### src/rtl/bcd_timekeeper.sv
module bcd_timekeeper #(
  parameter int AW = 4
) (
  input  logic          clk,
  input  logic          rst_n,
  input  logic          tick_100hz,
  input  logic [AW-1:0] bus_addr,
  input  logic          bus_we,
  input  logic [7:0]    bus_wdata,
  output logic [7:0]    bus_rdata
);
  localparam int NREG = 8;
  localparam int IW = $clog2(NREG);
  localparam logic [AW-1:0] CTRL_ADDR = AW'(NREG);
  localparam logic [8*NREG-1:0] FMASK   = 64'hFF_1F_3F_07_3F_7F_7F_FF;
  localparam logic [8*NREG-1:0] RST_VAL = 64'h00_01_01_01_00_00_00_00;

  logic [7:0] cnt [NREG];
  logic [7:0] vis [NREG];
  logic [7:0] nxt [NREG];
  logic [7:0] ctrl;
  logic [7:0] dlim;
  logic [1:0] lsum;
  logic       roll, halted, leap, refresh, load;

  function automatic logic [7:0] binc(input logic [7:0] v);
    return (v[3:0] == 4'd9) ? {v[7:4] + 4'd1, 4'd0} : v + 8'd1;
  endfunction

  assign halted  = vis[1][7];
  assign lsum    = cnt[7][1:0] + {cnt[7][4], 1'b0};
  assign leap    = (lsum == 2'b00);
  assign refresh = roll && !ctrl[7] && !ctrl[6];
  assign load    = bus_we && (bus_addr == CTRL_ADDR) && ctrl[7] && !bus_wdata[7];

  always_comb begin
    case (cnt[6])
      8'h02:                      dlim = leap ? 8'h29 : 8'h28;
      8'h04, 8'h06, 8'h09, 8'h11: dlim = 8'h30;
      default:                    dlim = 8'h31;
    endcase
  end

  always_comb begin
    nxt  = cnt;
    roll = 1'b0;
    if (tick_100hz && !halted) begin
      if (cnt[0] != 8'h99) nxt[0] = binc(cnt[0]);
      else begin
        nxt[0] = 8'h00;
        roll   = 1'b1;
        if (cnt[1] != 8'h59) nxt[1] = binc(cnt[1]);
        else begin
          nxt[1] = 8'h00;
          if (cnt[2] != 8'h59) nxt[2] = binc(cnt[2]);
          else begin
            nxt[2] = 8'h00;
            if (cnt[3] != 8'h23) nxt[3] = binc(cnt[3]);
            else begin
              nxt[3] = 8'h00;
              nxt[4] = (cnt[4] == 8'h07) ? 8'h01 : cnt[4] + 8'd1;
              if (cnt[5] != dlim) nxt[5] = binc(cnt[5]);
              else begin
                nxt[5] = 8'h01;
                if (cnt[6] != 8'h12) nxt[6] = binc(cnt[6]);
                else begin
                  nxt[6] = 8'h01;
                  nxt[7] = (cnt[7] == 8'h99) ? 8'h00 : binc(cnt[7]);
                end
              end
            end
          end
        end
      end
    end
  end

  always_ff @(posedge clk) begin
    if (!rst_n) begin
      for (int i = 0; i < NREG; i++) begin
        cnt[i] <= RST_VAL[i*8 +: 8];
        vis[i] <= RST_VAL[i*8 +: 8];
      end
      ctrl <= 8'h00;
    end else begin
      for (int i = 0; i < NREG; i++) begin
        if (load) cnt[i] <= vis[i] & FMASK[i*8 +: 8];
        else      cnt[i] <= nxt[i];
        if (bus_we && bus_addr == AW'(i)) vis[i] <= bus_wdata;
        else if (refresh) vis[i] <= (vis[i] & ~FMASK[i*8 +: 8]) | (nxt[i] & FMASK[i*8 +: 8]);
      end
      if (bus_we && bus_addr == CTRL_ADDR) ctrl <= bus_wdata;
    end
  end

  assign bus_rdata = (bus_addr < AW'(NREG)) ? vis[bus_addr[IW-1:0]] :
                     (bus_addr == CTRL_ADDR) ? ctrl : 8'h00;
endmodule

### config.mk
export PLATFORM = sky130hd
export DESIGN_NAME = bcd_timekeeper
export DESIGN_NICKNAME = d
export VERILOG_FILES = /design/src/rtl/bcd_timekeeper.sv
export SDC_FILE = /design/constraint.sdc
export NUM_CORES = 1
export LEC_CHECK = 0
export BUFFER_PORTS_ARGS = -buffer_cell sky130_fd_sc_hd__buf_2
export CORE_MARGIN = 3
export CORE_UTILIZATION = 30
export CTS_CLUSTER_DIAMETER = 80
export DETAILED_ROUTE_END_ITERATION = 10
export PLACE_DENSITY = 0.42
export SYNTH_ARGS = -nofsm -noshare
export SYNTH_HDL_FRONTEND = slang
export SYNTH_SLANG_ARGS = --single-unit
export TNS_END_PERCENT = 10
### constraint.sdc
create_clock -name clk -period 4.6 [get_ports clk]
set_clock_uncertainty 0.1 [all_clocks]
set_input_delay 1.38 -clock clk [delete_from_list [all_inputs] [get_ports clk]]
set_output_delay 1.38 -clock clk [all_outputs]
set_load 0.02 [all_outputs]
==> impl_results.md, run 1 <==
* Ys Warns at 0
* Synth Register Bits at roughly 140
* Final net count at between 1k and 1.5k
* Post-CTS Hold Fix Bufs at 0
* CP peak stage delay at between 0.5 and 0.6 ns
* Final period util at 0.947
* Iter 0 DRT Violations at roughly 510
* Via Count at 7140
* WS Path Type: primary input to output port
* Vias/cell at ~5.3
* First-pass GRT wire length at 42200 um
* Peak Freq at between 200 and 250 MHz
* Worst-Margin Slew at between 0.7 and 0.8 ns
* Post-Route WL at approximately 28000 um
* Cells after Synth at about 960
* Die area at around 30000 um^2
* Clock slew at reported path FFs at 0.06 ns
* Share of flip-flops with an asynchronous set or reset at 0
* Worst r2r src: cnt[56]$_SDFF_PN0_
* Leak at between 3 and 4 nW
* Post-DR wirelength/cell at around 20 um
* Critical Path Source Type: primary input
* Layout cells sized above 1 at 0.117
* Final min period at about 4.4 ns
* Overflow after GRT at 0
* Starting Density at 0.309
* WP data arrival at between 2 and 3 ns
* Status: completed
* Final setup viols at 0
* Clock Sinks at 136
* CP endpoint kind: output port
* Die X at between 150 and 200 um
* Final WS setup at approximately 0.24 ns
* CORE AREA at 27300 um^2
* Post-CTS setup buffer count at 0
* Antenna diode instance count at 0
* Chip Height at 174 um
* RSZ-0062 raised after global routing: no
* Power per cell area at about 310 nW/um^2
* Hold Startpoint: cnt[31]$_SDFFE_PP0P_
* Area grow syn2layout at 13.5%
* Post-Syn Area at roughly 8400 um^2
* ANT nets after route at 0
* Slew headroom at 0.482
* CTS root buf: clkbuf_16
* Vias in the first global route at between 6k and 7k
* Critical Path RT at ~3.1 ns
* CTS HTree Levels at 4
* # IOs at 24
* Register area share after synthesis at 0.399
* Cts repair resizes at 0
* Post-Synthesis Mean Instance Area at around 8.8 um^2
* CP startpoint: bus_addr[0]
* Crit path cell chain: buf_2 > mux4_2 > nor2b_1 > a21oi_1 > o22ai_1 > buf_2
* Hold Vio Cnt, Final at 0
* VDD IR max at 0.271 mV
* Post-DP HPWL at about 20000 um
* Place WS at 0.222 ns
* CTS tree: done
* Initial antenna violation count at 1
* Max Cap Viol at 0
* CP most frequent cell: buf_2
* Syn Nets at approximately 1k
* Drt pass-1 iters at 4
* Number of flops mapped to enable cells by yosys at 64
* Final GP Congestion at 0.812
* Most common flop cell mapped by yosys: dfxtp_1
* Max FO, Critical Path at 18
* Worst hold path type: flip-flop to flip-flop
* Total CTS buffers at 17
* Largest net degree at the start of global routing at 48
* Final TNS setup at 0 ns
* Buffers on Ports at 23
* Slowest stage cell, crit path: mux4_2
* Total Routing Usage GR at 0.182
* DRC Markers at 0
* Rows at 60
* Clock latency on the worst-skew pair at approximately 0.44 ns
* Synth unique cells at between 60 and 70
* Max Transition Viols Final at 0
* Max clock buf depth at 2
-- cell usage after synthesis, drive strengths merged (4+ instances only) --
master	count	area share
a211o	4	0.0042
a21boi	27	0.024
a21oi	56	0.034
a22oi	16	0.014
a31oi	8	0.0059
and2	15	0.011
and3	18	0.013
and3b	6	0.0062
buf	20	0.011
clkbuf	44	0.020
dfxtp	72	0.17
edfxtp	64	0.23
ha	27	0.040
inv	30	0.013
mux2i	17	0.020
mux4	16	0.043
nand2	130	0.058
nand2b	6	0.0045
nand3	49	0.030
nand3b	9	0.0095
nand4	15	0.011
nor2	63	0.028
nor2b	39	0.029
nor3	28	0.018
nor3b	12	0.011
o211a	11	0.013
o211ai	7	0.0062
o21a	4	0.0036
o21ai	69	0.041
o22ai	10	0.0074
o31a	4	0.0042
o31ai	6	0.0053
or3	6	0.0050
xnor2	11	0.011
xor2	8	0.0083
-- layout by cell type (no fill, tap or decap), types with 30 or more instances in the layout --
master	n
nor2b_1	39
a21oi_1	55
edfxtp_1	64
nor2_1	63
inv_1	30
o21ai_0	67
nand2_1	130
nand3_1	48
dfxtp_1	72
-- metal layers --
metal / track usage / share of wire / vias up
met5: 0 / 0 / -
met4: 0.0422 / 0.011 / 0
met3: 0.0283 / 0.044 / 27
met2: 0.265 / 0.43 / 157
met1: 0.280 / 0.52 / 3473
li1: - / - / 3483
-- flip-flops by register name, indices dropped and copies added, names as in the netlist --
| signal | count |
|---|---|
| cnt | 64 |
| vis | 64 |
| ctrl | 8 |
-- final timing paths --
path,to,slack [ns],depth (start not counted)
worst max-delay path,bus_rdata[2],0.24,6
worst min-delay path,cnt[31]$_SDFFE_PP0P_,0.40,2
worst min register to register,cnt[31]$_SDFFE_PP0P_,0.40,2
worst max register to register,vis[7][3]$_SDFFCE_PN0P_,1.16,8
-- report_power, final --
| part | internal (W) | total, W | switching, W |
|---|---|---|---|
| combinational | 0.0000758 | 0.000197 | 0.000121 |
| clock | 0.000844 | 0.00146 | 0.000612 |
| sequential | 0.00131 | 0.00136 | 0.0000475 |
-- stage by stage --
| step | hold slack [ns] | utilization | power [W] | instances | instance area (um^2) |
|---|---|---|---|---|---|
| after floorplan | 0.357 | - | 0.00148 | 959 | 8440 |
| after global placement | 0.379 | 0.328 | 0.00158 | 1316 | 8960 |
| after detailed placement | 0.393 | 0.328 | 0.00158 | 1316 | 8960 |
| after CTS | 0.403 | 0.350 | 0.00304 | 1348 | 9570 |
| after global routing | 0.449 | 0.350 | 0.00310 | 1348 | 9570 |
| final | 0.400 | 0.350 | 0.00301 | 1348 | 9570 |
-- logic make-up after synthesis --
kind of cell,share of synthesized area
buf+inv,0.0439
simple gates,0.253
flops,0.399
mux,0.0669
fa+ha+maj,0.0400
xor+xnor,0.0197
compound gates,0.178
-- cell type report --
class | instances | area [um^2]
Clock inverter | 14 | 160
Inverter | 30 | 113
Tap cell | 372 | 465
Multi-Input combinational cell | 729 | 4710
Sequential cell | 136 | 3360
Fill cell | 2900 | 17800
Timing Repair Buffer | 49 | 313
Clock buffer | 18 | 450
-- worst max-delay path: cells and delay by family --
kind,cells,cell delay [ns]
buf+inv,2,0.50
mux,1,0.56
compound gates,2,0.28
simple gates,1,0.15
Note: power is estimated with default switching activity, not from simulation.
==> run 2, diff against run 1 <==
Settings changed: ABC_CLOCK_PERIOD_IN_PS from default to 4600, CORE_MARGIN 3 to default.
==> run 2 against run 1 <==
  * Clock power barely moved
  * Via count rose by 0.98%
  * Core utilization fell by 0.24 points
  * Critical path depth rose by 1
  * Maximum frequency rose by 1.7%
==> impl_results.md, run 2 (synthesis results as in run 1) <==
* Post-Route WL at 27000 um (-2.1%)
* Die area at 28800 um^2 (-4.6%)
* Slew headroom at 0.471 (-0.0105)
* ANT nets after route at 0 (unchanged)
* Commonest non-fill, non-tap cell in the layout: nand2_1
* CTS tree: done
* Critical Path Source Type: primary input
* Initial antenna violation count at 1 (unchanged)
* Final period util at 0.931 (-0.0156)
* VDD IR max at 0.212 mV (-22%)
* Max clock buf depth at 2 (unchanged)
* Cell Int Power at 0.00229 W (+2.5%)
* Largest net degree at the start of global routing at 48 (unchanged)
* Final setup viols at 0 (unchanged)
* Critical Path RT at 3.12 ns (about the same)
* CP endpoint kind: output port
* CTS HTree Levels at 4 (unchanged)
* Post-CTS setup buffer count at 0 (unchanged)
* Total CTS buffers at 17 (unchanged)
* Via Count at 7210 (+0.98%)
* CORE AREA at 27700 um^2 (+1.4%)
* CP peak stage delay at 0.30 ns (-0.26 ns)
* WP data arrival at 2.80 ns (-0.08 ns)
* First-pass GRT wire length at 41800 um (-0.80%)
* Post-DR wirelength/cell at 20.0 um (-2.5%)
* Clock slew at reported path FFs at 0.06 ns (about the same)
* Crit path cell chain: buf_2 > buf_4 > mux4_2 > nor2b_1 > a21oi_1 > o22ai_1 > buf_2
* DRC Markers at 0 (unchanged)
* Post-DP Area at 9010 um^2 (+0.50%)
* Worst hold path type: flip-flop to flip-flop
* R2r setup slk at 1.38 ns (+0.22 ns)
* Largest delay share family, worst path: buffers and inverters
* Layout cells sized above 1 at 0.117 (+0.000120)
* # IOs at 24 (unchanged)
* Max Transition Viols Final at 0 (unchanged)
* Final min period at 4.28 ns (-0.0716 ns)
* Biggest registers after layout: cnt (64), vis (64), ctrl (8)
* Switch Pwr at 0.000756 W (-3.1%)
* Combinational power share at 0.064 (about the same)
* Total Routing Usage GR at 0.194 (+0.0127)
* Power per cell area at 316 nW/um^2 (+0.39%)
* Final net count at 1006 (unchanged)
* Slowest stage cell, crit path: mux4_2
* Final TNS setup at 0 ns (unchanged)
* Iter 0 DRT Violations at 524 (+2.9%)
* Filler cells at 2900 (unchanged)
* Overflow after GRT at 0 (unchanged)
* Max Cap Viol at 0 (unchanged)
* Die X at 170 um (-2.3%)
* Post-CTS Hold Fix Bufs at 0 (unchanged)
* Place WS at 0.288 ns (+0.0660 ns)
* Post-DP HPWL at 19700 um (-1.7%)
* Final instance area at 9640 um^2 (+0.71%)
* Max FO, Critical Path at 12 (-6)
* Drt pass-1 iters at 5 (+1)
* Clock Power Share at 0.489 (+0.006)
* Sw frac at 0.248 (-0.0106)
* Total chip power at 0.00304 W (+1.1%)
* Vias in the first global route at 6918 (+1.1%)
* Core Util, Final at 0.348 (-0.00235)
* Hold Vio Cnt, Final at 0 (unchanged)
* Most frequent cells in the layout: 130 x nand2_1, 72 x dfxtp_1, 67 x o21ai_0, 64 x edfxtp_1, 63 x nor2_1
* Final GP Congestion at 0.816 (+0.48%)
* Vias/cell at 5.32 (+0.53%)
* Sequential share of power at 0.447 (-0.004)
* Status: completed
* Leak at 3.51 nW (+0.71%)
* Area grow syn2layout at 14.3%
* Starting Density at 0.304 (-0.00422)
* Worst-Margin Slew at 0.793 ns (+0.0191 ns)
* Rows at 61 (+1.7%)
* Final WS setup at 0.316 ns (+0.0716 ns)
* Chip Height at 170 um (-2.3%)
* Clock Sinks at 136 (unchanged)
* Cts repair resizes at 0 (unchanged)
* WS Path Type: primary input to output port
* RSZ-0062 raised after global routing: no
* Buffers on Ports at 23 (unchanged)
* Clock latency on the worst-skew pair at 0.43 ns (about the same)
* CP Buf/Inv Count at 3 (+1)
* CP most frequent cell: buf_2
* Peak Freq at 233 MHz (+1.7%)
* CTS root buf: clkbuf_16
-- run 2: cell types whose count changed in the layout (fill, tap and decap cells not counted), moves of 2 or more --
cell       previous run  this run
buf_4                27        24
inv_8                 2         0
buf_12                0         3
clkbuf_16            18        20
-- run 2: cell type report --
class | instances | area [um^2] | area share
sequential | 136 | 3360 | 0.349
clock buffer | 20 | 500 | 0.0519
clock inverter | 11 | 130 | 0.0135
timing repair buffer | 49 | 350 | 0.0363
multi-input combinational | 729 | 4710 | 0.488
inverter | 30 | 113 | 0.0117
tap | 378 | 473 | 0.0491
antenna | 1 | 2.50 | 0.000260
-- run 2: worst reg2reg max path: stages, from the launching register on --
cell       delay [ns]
dfxtp_1          0.41
ha_1             0.22
and3b_1          0.45
nand3_2          0.33
nor4_4           0.23
buf_4            0.22
o2111ai_2        0.20
nor2_1           0.40
mux2i_1          0.29
o21ai_0          0.10
-- run 2: stage by stage --
stage                     std cells  hold slack (ns)
after floorplan                 959            0.357
after global placement         1322            0.378
after detailed placement       1322            0.390
after CTS                      1353            0.403
after global routing           1354            0.452
final                          1354            0.396
-- run 2: final timing paths --
check / from / to / cells past startpoint
max: bus_addr[0] / bus_rdata[3] / 7
min: cnt[31]$_SDFFE_PP0P_ / cnt[31]$_SDFFE_PP0P_ / 2
max reg2reg: cnt[56]$_SDFF_PN0_ / vis[7][1]$_SDFFCE_PN0P_ / 9
min reg2reg: cnt[31]$_SDFFE_PP0P_ / cnt[31]$_SDFFE_PP0P_ / 2
-- run 2: metal layers --
layer / vias to the layer above / routed length, um / global-route usage
met1: 3528 / 13700 / 0.287
met5: - / 0 / 0
li1: 3484 / - / -
met4: 0 / 391 / 0.0552
met3: 19 / 1240 / 0.0317
met2: 179 / 11700 / 0.288
-- run 2: power groups by stage --
stage	Sequential, W	Combinational [W]	Clock (W)
floorplan	0.00135	0.000134	0
global placement	0.00139	0.000195	0
detailed placement	0.00138	0.000197	0
CTS	0.00136	0.000197	0.00152
global route	0.00136	0.000213	0.00157
finish	0.00136	0.000196	0.00149
==> run 3, diff against run 2 <==
Settings changed: CORE_ASPECT_RATIO from default to 2.
==> run 3 against run 2 <==
  * Maximum frequency shrank 1.2%
  * Core utilization decreased by 0.24 points
  * First-iteration DRC count is 45% lower
  * Register-to-register slack worse by 0.10 ns
  * Flip-flop and latch count unchanged
  * Via count decreased by 0.25%
  * Routed wire length grew 11%
  * Critical endpoint is now bus_rdata[0]
  * Largest power group is now registers
  * Highest routed layer is now met5
==> impl_results.md, run 3 (synthesis results as in run 1) <==
* Status: completed
* VDD IR max at 0.256 mV (+20%)
* Max Cap Viol at 0 (unchanged)
* Final TNS setup at 0 ns (unchanged)
* First-pass GRT wire length at 45100 um (+7.8%)
* Max clock buf depth at 2 (unchanged)
* Post-Route WL at 30000 um (+11%)
* Worst hold path type: flip-flop to flip-flop
* ANT nets after route at 0 (unchanged)
* CTS root buf: clkbuf_16
* Iter 0 DRT Violations at 287 (-45%)
* Starting Density at 0.306 (+0.00176)
* Slowest stage cell, crit path: mux4_2
* Vias/cell at 5.41 (+1.6%)
* Area occupied by multi-input gates at 4710 um^2 (unchanged)
* Final WS setup at 0.262 ns (-0.0537 ns)
* Final GP Congestion at 0.882 (+8.1%)
* Place WS at 0.283 ns (-0.00490 ns)
* RSZ-0062 raised after global routing: no
* Post-DP Area at 8950 um^2 (-0.64%)
* Vias in the first global route at 7179 (+3.8%)
* Worst-Margin Slew at 0.882 ns (+0.0886 ns)
* Critical Path RT at 3.12 ns (about the same)
* Drt pass-1 iters at 4 (-1)
* Register area at 3360 um^2 (unchanged)
* Largest net degree at the start of global routing at 66 (+38%)
* CP peak stage delay at 0.55 ns (+0.25 ns)
* Total chip power at 0.00291 W (-4.3%)
* Most frequent cells in the layout: 130 x nand2_1, 72 x dfxtp_1, 67 x o21ai_0, 64 x edfxtp_1, 63 x nor2_1
* Layout cells sized above 1 at 0.111 (-0.00627)
* Largest delay share family, worst path: multiplexers
* Leak at 3.48 nW (-1.0%)
* CP most frequent cell: buf_2
* Area grow syn2layout at 12.8%
* # IOs at 24 (unchanged)
* Buffers on Ports at 23 (unchanged)
* Final period util at 0.943 (+0.0117)
* Rows at 86 (+41%)
* Overflow after GRT at 0 (unchanged)
* Post-CTS setup buffer count at 0 (unchanged)
* Filler cells at 2915 (+0.52%)
* Hold Vio Cnt, Final at 0 (unchanged)
* Final min period at 4.34 ns (+0.0537 ns)
* Final instance area at 9520 um^2 (-1.3%)
* Post-Layout Cell Count at 1329 (-1.8%)
* DRC Markers at 0 (unchanged)
* Post-DP HPWL at 23000 um (+17%)
* WP data arrival at 2.86 ns (+0.06 ns)
* Peak Freq at 231 MHz (-1.2%)
* Post-CTS Hold Fix Bufs at 0 (unchanged)
* Final net count at 1006 (unchanged)
* WS Path Type: primary input to output port
* CP Buf/Inv Count at 2 (-1)
* Total Routing Usage GR at 0.218 (+0.0237)
* Die X at 121 um (-29%)
* Cts repair resizes at 0 (unchanged)
* Slew headroom at 0.408 (-0.0636)
* Total CTS buffers at 17 (unchanged)
* Clock latency on the worst-skew pair at 0.44 ns (about the same)
* Max FO, Critical Path at 11 (-1)
* CORE AREA at 27500 um^2 (-0.57%)
* Max Transition Viols Final at 0 (unchanged)
* Chip Height at 239 um (+41%)
* Initial antenna violation count at 1 (unchanged)
* Placed Instances at 1296 (-2.0%)
* Critical Path Source Type: primary input
* Biggest registers after layout: cnt (64), vis (64), ctrl (8)
* CP endpoint kind: output port
* Post-DR wirelength/cell at 22.6 um (+13%)
* Commonest non-fill, non-tap cell in the layout: nand2_1
* Crit path cell chain: buf_2 > mux4_2 > nor2b_1 > a21oi_1 > o22ai_1 > buf_2
* Via Count at 7192 (-0.25%)
* Die area at 28800 um^2 (+0.14%)
* Clock slew at reported path FFs at 0.06 ns (about the same)
* Final setup viols at 0 (unchanged)
* Clock Sinks at 136 (unchanged)
* CTS HTree Levels at 4 (unchanged)
* Power per cell area at 306 nW/um^2 (-3.0%)
* CTS tree: done
run 3: changes by cell type in the layout (fill, tap and decap cells not counted), sizes merged:
cell / before / now
clkinvlp: 2 / 0
clkinv: 3 / 8
clkbuf: 20 / 22
inv: 34 / 30
run 3: through the flow:
| step | utilization | hold WS (ns) |
|---|---|---|
| 2_1_floorplan | - | 0.357 |
| 3_3_place_gp | 0.325 | 0.385 |
| 3_5_place_dp | 0.325 | 0.389 |
| 4_1_cts | 0.345 | 0.398 |
| 5_1_grt | 0.345 | 0.432 |
| 6_report | 0.345 | 0.392 |
run 3: metal layers:
metal,track usage,up-vias,share of wire
li1,-,3485,-
met1,0.199,3481,0.34
met2,0.433,152,0.58
met3,0.0372,72,0.025
met4,0.130,2,0.056
met5,0,-,0.00033
run 3: worst min-delay path: stages, from the launching register on:
cell	delay, ns
dfxtp_1	0.32
o21ai_0	0.07
a21oi_1	0.06
run 3: power by group:
part	internal, W	switching, W	total [W]
Clock	0.000820	0.000535	0.00135
Sequential	0.00131	0.0000474	0.00136
Combinational	0.0000752	0.000125	0.000200
Total	0.00221	0.000707	0.00291
run 3: path summary, 6_finish.rpt:
path | start | end | slack, ns | cells past startpoint
worst max register to register | cnt[56]$_SDFF_PN0_ | vis[7][1]$_SDFFCE_PN0P_ | 1.28 | 8
worst max-delay path | bus_addr[0] | bus_rdata[0] | 0.26 | 6
worst min register to register | cnt[31]$_SDFFE_PP0P_ | cnt[31]$_SDFFE_PP0P_ | 0.39 | 2
worst min-delay path | cnt[31]$_SDFFE_PP0P_ | cnt[31]$_SDFFE_PP0P_ | 0.39 | 2
run 3: final cells by class:
| class | instances | share of cell area |
|---|---|---|
| well taps | 352 | 0.0463 |
| inverters | 30 | 0.0118 |
| repair buffers | 49 | 0.0342 |
| multi-input cells | 729 | 0.495 |
| diodes | 1 | 0.000263 |
| clock inverters | 10 | 0.0105 |
| flip-flops and latches | 136 | 0.353 |
| clock buffers | 22 | 0.0489 |
